**src/rtl/hbg_pkg.sv**
```systemverilog
`timescale 1ns/1ps
package hbg_pkg;

  typedef enum logic [1:0] {
    DRV_FLOAT  = 2'b00,
    DRV_SINK   = 2'b01,
    DRV_SOURCE = 2'b10
  } drive_e;

  // Requested drive for one phase before dead-time and shutdown gating.
  function automatic drive_e decode_cmd(input logic up, input logic dn);
    case ({up, dn})
      2'b10:   decode_cmd = DRV_SOURCE;
      2'b01:   decode_cmd = DRV_SINK;
      default: decode_cmd = DRV_FLOAT;  // both low, or both high (blocked)
    endcase
  endfunction

endpackage

```
**src/rtl/hbg_shutdown.sv**
```systemverilog
`timescale 1ns/1ps
module hbg_shutdown (
  input  logic dis_a,
  input  logic dis_b,
  input  logic ilim_trip,
  input  logic uvlo,
  output logic kill
);
  // Any single source is enough to float every phase.
  assign kill = dis_a | dis_b | ilim_trip | uvlo;
endmodule

```
**src/rtl/hbg_phase.sv**
```systemverilog
`timescale 1ns/1ps
module hbg_phase
  import hbg_pkg::*;
#(
  parameter int DEAD_CYCLES = 3
) (
  input  logic       clk,
  input  logic       rst_n,
  input  logic       up_cmd,
  input  logic       dn_cmd,
  input  logic       kill,
  output logic       up_en,
  output logic       dn_en,
  output logic [1:0] state
);
  localparam int CW = (DEAD_CYCLES < 2) ? 1 : $clog2(DEAD_CYCLES);
  localparam logic [CW-1:0] RELOAD = CW'(DEAD_CYCLES - 1);

  logic          up_prev, dn_prev;
  logic [CW-1:0] dead_cnt;
  drive_e        drv_q, drv_d, req;
  logic          swap, hold;

  assign swap = (up_cmd ^ up_prev) & (dn_cmd ^ dn_prev);
  assign hold = swap | (dead_cnt != '0);
  assign req  = decode_cmd(up_cmd, dn_cmd);

  always_comb begin
    if (kill || hold) drv_d = DRV_FLOAT;
    else              drv_d = req;
  end

  always_ff @(posedge clk or negedge rst_n) begin
    if (!rst_n) begin
      up_prev  <= 1'b0;
      dn_prev  <= 1'b0;
      dead_cnt <= '0;
      drv_q    <= DRV_FLOAT;
    end else begin
      up_prev <= up_cmd;
      dn_prev <= dn_cmd;
      drv_q   <= drv_d;
      if (swap)                dead_cnt <= RELOAD;
      else if (dead_cnt != '0) dead_cnt <= dead_cnt - 1'b1;
    end
  end

  assign up_en = (drv_q == DRV_SOURCE);
  assign dn_en = (drv_q == DRV_SINK);
  assign state = drv_q;

  // the two switches of a phase are never on together
  p_no_shoot_r4: assert property (@(posedge clk) disable iff (!rst_n)
    !(up_en && dn_en));

  // both commands high floats the phase
  p_both_high_off_r4: assert property (@(posedge clk) disable iff (!rst_n)
    (up_cmd && dn_cmd) |=> (!up_en && !dn_en));

  // a simultaneous change of both commands floats the phase next cycle
  p_swap_dead_r5: assert property (@(posedge clk) disable iff (!rst_n)
    ((up_cmd != up_prev) && (dn_cmd != dn_prev)) |=> (!up_en && !dn_en));

  // the upper enable only follows an upper-only command
  p_up_needs_cmd_r1: assert property (@(posedge clk) disable iff (!rst_n)
    $rose(up_en) |-> $past(up_cmd && !dn_cmd));
endmodule

```
**src/rtl/hbg_gate_ctrl.sv**
```systemverilog
`timescale 1ns/1ps
module hbg_gate_ctrl #(
  parameter int NUM_PHASES  = 2,
  parameter int DEAD_CYCLES = 3
) (
  input  logic                    clk,
  input  logic                    rst_n,
  input  logic [NUM_PHASES-1:0]   up_cmd,
  input  logic [NUM_PHASES-1:0]   dn_cmd,
  input  logic                    dis_a,
  input  logic                    dis_b,
  input  logic                    ilim_trip,
  input  logic                    uvlo,
  output logic [NUM_PHASES-1:0]   up_en,
  output logic [NUM_PHASES-1:0]   dn_en,
  output logic [2*NUM_PHASES-1:0] drive_state
);
  logic kill;

  hbg_shutdown u_shutdown (
    .dis_a    (dis_a),
    .dis_b    (dis_b),
    .ilim_trip(ilim_trip),
    .uvlo     (uvlo),
    .kill     (kill)
  );

  for (genvar p = 0; p < NUM_PHASES; p++) begin : g_phase
    hbg_phase #(.DEAD_CYCLES(DEAD_CYCLES)) u_phase (
      .clk   (clk),
      .rst_n (rst_n),
      .up_cmd(up_cmd[p]),
      .dn_cmd(dn_cmd[p]),
      .kill  (kill),
      .up_en (up_en[p]),
      .dn_en (dn_en[p]),
      .state (drive_state[2*p +: 2])
    );
  end

  // either disable input floats all phases
  p_dis_off_r6: assert property (@(posedge clk) disable iff (!rst_n)
    (dis_a || dis_b) |=> (up_en == '0 && dn_en == '0));

  // undervoltage floats all phases
  p_uvlo_off_r7: assert property (@(posedge clk) disable iff (!rst_n)
    uvlo |=> (up_en == '0 && dn_en == '0));

  // current-limit trip floats all phases
  p_ilim_off_r8: assert property (@(posedge clk) disable iff (!rst_n)
    ilim_trip |=> (up_en == '0 && dn_en == '0));
endmodule

```
**config.mk**
```make
export PLATFORM = sky130hd
export DESIGN_NAME = hbg_gate_ctrl
export DESIGN_NICKNAME = d
export VERILOG_FILES = /design/src/rtl/hbg_pkg.sv /design/src/rtl/hbg_shutdown.sv /design/src/rtl/hbg_phase.sv /design/src/rtl/hbg_gate_ctrl.sv
export SDC_FILE = /design/constraint.sdc
export NUM_CORES = 1
export LEC_CHECK = 0
export CORE_MARGIN = 2
export CORE_UTILIZATION = 43
export DETAILED_ROUTE_END_ITERATION = 8
export PLACE_DENSITY_LB_ADDON = 0.25
export SETUP_SLACK_MARGIN = 0.1
export SKIP_CTS_REPAIR_TIMING = 1
export SYNTH_ARGS = -nofsm -noshare
export SYNTH_HDL_FRONTEND = slang
export SYNTH_HIERARCHICAL = 1
export SYNTH_SLANG_ARGS = --single-unit
```
**constraint.sdc**
```tcl
create_clock -name clk -period 1.28 [get_ports clk]
set_input_delay 0.384 -clock clk [delete_from_list [all_inputs] [get_ports clk]]
set_output_delay 0.384 -clock clk [all_outputs]
set_load 0.01 [all_outputs]
```
# == Word level (Yosys, flattened, before mapping) ==
# Cells that the tools add are included.
# word_totals
regBits,12
input_bits,10
out_inout_bits,8
word_cells,43
# classes
addsub,2
eq_ne,8
mux,8
bitwise_logic,11
n_reduce_logical,6
# op_table
op,count
$mux W2,6
$eq A2 B1 Y1 const B,4
$eq A2 B2 Y1 const B,4
$pmux W2 S2,2
$reduce_bool A2 Y1,4
$or A1 B1 Y1,5
$sub A2 B1 Y2 const B,2
$xor A1 B1 Y1,4
$and A1 B1 Y1,2
$logic_or A1 B1 Y1,2

# == Longest topological paths before layout ==
# logic_depth
ltp_word,5
depth_mapped,4
mapped_depth_nobuf,4

# == Hierarchy ==
# Netlist, hierarchy kept.
# by_module_without_submodules
module,instances,cells_each,area_per_inst_um2,seq_area_each_um2
hbg_phase,2,23,279.0,150.1
hbg_shutdown,1,1,7.5,0.0

# == Worst setup path after synthesis ==
# OpenSTA, ideal clock, no wires.
# synth_timing
kind,input to register
from,input port dis_b
to,register g_phase[0].u_phase.drv_q[0]
setup_ns,0.111
t_arrival_ns,1.387
required_ns,1.169
path_slack_ns,-0.218
path_stages,3
n_path_buf,0
path_cell_list,or4_1 nand2b_1 a2111oi_2
# synth_via
elab_chain_cells,5
# synth_lines
item,line_no,text
"start, declared",hbg_gate_ctrl.sv:11,"input logic dis_b,"
$or A1 B1 Y1 (3 in a row),hbg_shutdown.sv:10,assign kill = dis_a | dis_b | ilim_trip | uvlo;
$logic_or A1 B1 Y1,hbg_phase.sv:29,if (kill || hold) drv_d = DRV_FLOAT;
$mux W2,hbg_phase.sv:29,
named net g_phase[0].u_phase.drv_d[0],hbg_phase.sv:21,"drive_e drv_q, drv_d, req;"
"end signal, assigned",hbg_phase.sv:42,drv_q <= drv_d;
"end, declared",hbg_phase.sv:21,
# The timed path passes the listed nets, and every way through them passes these cells.
# A chain may end at the register's enable or synchronous reset.

# == Worst setup path after layout ==
# layout_timing
from,register g_phase[1].u_phase.drv_q[1]
to,output port up_en[1]
# layout_via
elab_chain_cells,1
# layout_lines
item,line_no,text
"start, declared",hbg_phase.sv:21,
"start signal, assigned",hbg_phase.sv:42,
$eq A2 B2 Y1,hbg_phase.sv:48,assign up_en = (drv_q == DRV_SOURCE);
"end, declared",hbg_gate_ctrl.sv:14,"output logic [NUM_PHASES-1:0] up_en,"
# Every way passes these cells.

==> impl_results.md <==
* Outcome: finished, violations left
* Violated checks: negative setup slack
* Number of DRC markers in iteration 0 at 3
* Achievable Freq at 0.7580 GHz
* Post-route clock skew at 3.956 ps
* Remaining global-route overflow at 0
* Highest ir drop seen on vdd at 0.8380 mV
* Die width at 40.27 µm
* Half-perimeter wire length after detailed placement at 940.2 µm
* Count of port buffers added during placement at 17
* Cell with the biggest individual delay on the critical path: sky130_fd_sc_hd__dfrtp_1
* Post-layout instance count excluding filler cells at 88
* Area of the core at 1269 µm²
* Seq cells post-synth at 12
* Count of placed standard cells including taps at 84
* Mapped Cells at 47
* Total count of hold-check failures in the final report at 0
* Met3 layer wire length in the routed design at 38 µm
* Sequential fraction of the synthesis area at 0.5310
* Reg clk slew, reported paths at 70 ps
* DR WL met2 at 605 µm
* Top-count cell post-synth: sky130_fd_sc_hd__dfrtp_1
* Average size of a mapped cell at 12.03 µm²
* Minimum clock period at 1319 ps
* Clock latency at the later pin of the worst-skew pair at 260 ps
* Startpoint types: register
* Crit-path max FO at 3
* Cell family with most CP delay: flip-flops
* Pin count of the biggest net entering global routing at 13
* # H-tree levels at 1
* Overall Global Routing Usage at 0.1865
* Unique cell type count in the Yosys netlist at 10
* Setup repair after global routing missed its margin: true
* Main area contributors after synthesis: sky130_fd_sc_hd__dfrtp_1, sky130_fd_sc_hd__a2111oi_2, sky130_fd_sc_hd__xor2_1, sky130_fd_sc_hd__nand2b_1, sky130_fd_sc_hd__inv_1
* Number of warnings printed during yosys synthesis at 6
* Initial Util at 0.4458
* Top routing layer used: met4
* Cell at the root of the clock tree: sky130_fd_sc_hd__clkbuf_4
* Sum of internal, switching and leakage power at 1.123 mW
* TritonRoute pass-1 iters at 3
* Share of layout cells above drive strength 1 at 0.4384
* Vias post-DR at 412
* Filler instances at 83
* Leakage at 0.4981 nW
* Share of synthesized flip-flops with an asynchronous set or reset at 1.000
* Overall die area at 1621 µm²
* Final cycle utilization of the critical path at 1.031
* Routed met1 length at 525 µm
* Number of global-route vias before repair at 409
* Cell type with the highest aggregate area in the netlist: sky130_fd_sc_hd__dfrtp_1
* Number of gates on the worst path with buffers counted at 2
* Worst reg-to-reg path cell count at 4
* Count of final setup violators at 4
* Netlist area before placement at 565.5 µm²
* Transition time at the pin with the least slew margin at 260.7 ps
* Area growth syn-to-layout at 60.40%
* Global-route wire length before repair at 1.876 mm
* Clk sinks at 12
* Routed length per placed instance at 13.40 µm
* Cell area after layout at 907.1 µm²
* Net count, final at 87
* Worst setup margin at -39.28 ps
* Ys flop type: sky130_fd_sc_hd__dfrtp_1
* Worst Setup End Kind: output pin
* DIE HEIGHT at 40.27 µm
* DRC violation count after routing at 0
* Total count of max-transition violations in the final report at 0
* Ordered list of cells on the worst path: nor2b_1 > buf_2
* Via density at 4.682
* Area share of the leading cell type in the synthesized netlist at 0.5310
* Largest incremental delay on the critical path at 410 ps
* Synth cell count leaders: sky130_fd_sc_hd__dfrtp_1, sky130_fd_sc_hd__inv_1, sky130_fd_sc_hd__nand2b_1, sky130_fd_sc_hd__xor2_1
* Worst endpoint required time at 900 ps
* Antenna violations before repair at 0
* Number of max-cap violations at 0
* Count of flip-flops with a built-in enable after synthesis at 0
* Final antenna diode count at 0
* Path category of the worst min-delay check: input port to asynchronous set/reset pin
* Placed Area at 860.8 µm²
* Worst rel slew slack at 0.8262
* Antenna viol nets, final at 0
* Power per unit of standard cell area at 1238 nW/µm²
* Critical path start-end classification: register to output pin
* TritonCTS clock tree: done
* Placer congestion estimate at 0.6986
* Number of top-level pins at 18
* Crit path DAT at 940 ps
* # rows at 13
* Longest Clk Path Bufs at 2
* Buffering stage count on the worst path with inverters included at 1
* Routed Wire Length at 1.179 mm
* Nets in the synthesized netlist at 59
* Total CTS buffers at 3
==> layout make-up <==
type                    instances  area [µm²]  share of cell area
well taps                      15       18.77             0.02069
multi-input cells              27       341.6              0.3766
flip-flops and latches         12       300.3              0.3310
repair buffers                 23       193.9              0.2138
clock buffers                   3       22.52             0.02483
inverters                       8       30.03             0.03310
==> metrics by stage <==
step / setup TNS [ps] / utilization / setup slack (ps) / hold WS, ps
2_1_floorplan: -404.2 / - / -141.3 / 88.41
3_3_place_gp: -3401 / 0.6785 / -567.6 / 510.7
3_5_place_dp: -3692 / 0.6785 / -623.1 / 511.6
4_1_cts: -4024 / 0.6963 / -445.8 / 416.7
5_1_grt: -302.8 / 0.7150 / -83.57 / 423.2
6_report: -110.6 / 0.7150 / -39.28 / 419.4
==> logic make-up after synthesis <==
group | count (synthesis) | share of synthesized area
DFF | 12 | 0.5310
AOI/OAI and AO/OA | 8 | 0.1549
xor gates and xnor gates | 6 | 0.09292
and+or+nand+nor | 11 | 0.1239
buffers and inverters | 8 | 0.05310
adders and majority gates | 2 | 0.04424
==> power breakdown <==
group | total [mW] | internal [mW] | switching [mW]
logic | 0.407 | 0.206 | 0.201
registers | 0.499 | 0.452 | 0.0472
clock network | 0.216 | 0.109 | 0.108
total | 1.12 | 0.766 | 0.357
==> cells in the final DEF, fill, tap and decap left out <==
cell type and instances:
sky130_fd_sc_hd__a21oi_1 2, sky130_fd_sc_hd__clkbuf_4 3, sky130_fd_sc_hd__a22o_1 2, sky130_fd_sc_hd__nor2b_2 1
sky130_fd_sc_hd__clkdlybuf4s50_1 1, sky130_fd_sc_hd__clkbuf_2 3, sky130_fd_sc_hd__xor2_2 4, sky130_fd_sc_hd__xor2_1 2
sky130_fd_sc_hd__buf_6 1, sky130_fd_sc_hd__a2111oi_4 4, sky130_fd_sc_hd__nand2b_4 2, sky130_fd_sc_hd__nand2b_1 4
sky130_fd_sc_hd__inv_1 8, sky130_fd_sc_hd__nor2b_1 3, sky130_fd_sc_hd__buf_2 5, sky130_fd_sc_hd__buf_4 6
sky130_fd_sc_hd__or4_4 1, sky130_fd_sc_hd__dfrtp_1 12, sky130_fd_sc_hd__dlymetal6s2s_1 7, sky130_fd_sc_hd__ha_2 2
==> registers in the layout, indices dropped and copies added, names as in the netlist <==
signal	flops
g_phase.u_phase/dead_cnt	4
g_phase.u_phase/state	4
g_phase.u_phase/dn_prev	2
g_phase.u_phase/up_prev	2
==> per-layer routing <==
metal / vias up / GRT usage
met5: - / 0
li1: 205 / -
met4: 0 / 0.07500
met3: 2 / 0.06667
met1: 197 / 0.2343
met2: 8 / 0.2903
==> worst paths after layout <==
check / start / to / slack (ps)
worst max-delay path: g_phase[1].u_phase/state[1] / up_en[1] / -40
worst min-delay path: rst_n / g_phase[0].u_phase/dead_cnt[0] / 420
worst max register to register: g_phase[1].u_phase/dead_cnt[0] / g_phase[1].u_phase/dead_cnt[1] / 170
worst min register to register: g_phase[1].u_phase/up_prev / g_phase[1].u_phase/state[0] / 560
max in group asynchronous: rst_n / g_phase[0].u_phase/state[1] / 710
min in group clk: dn_cmd[1] / g_phase[1].u_phase/dn_prev / 460
Power figures use the tool's default switching activity.
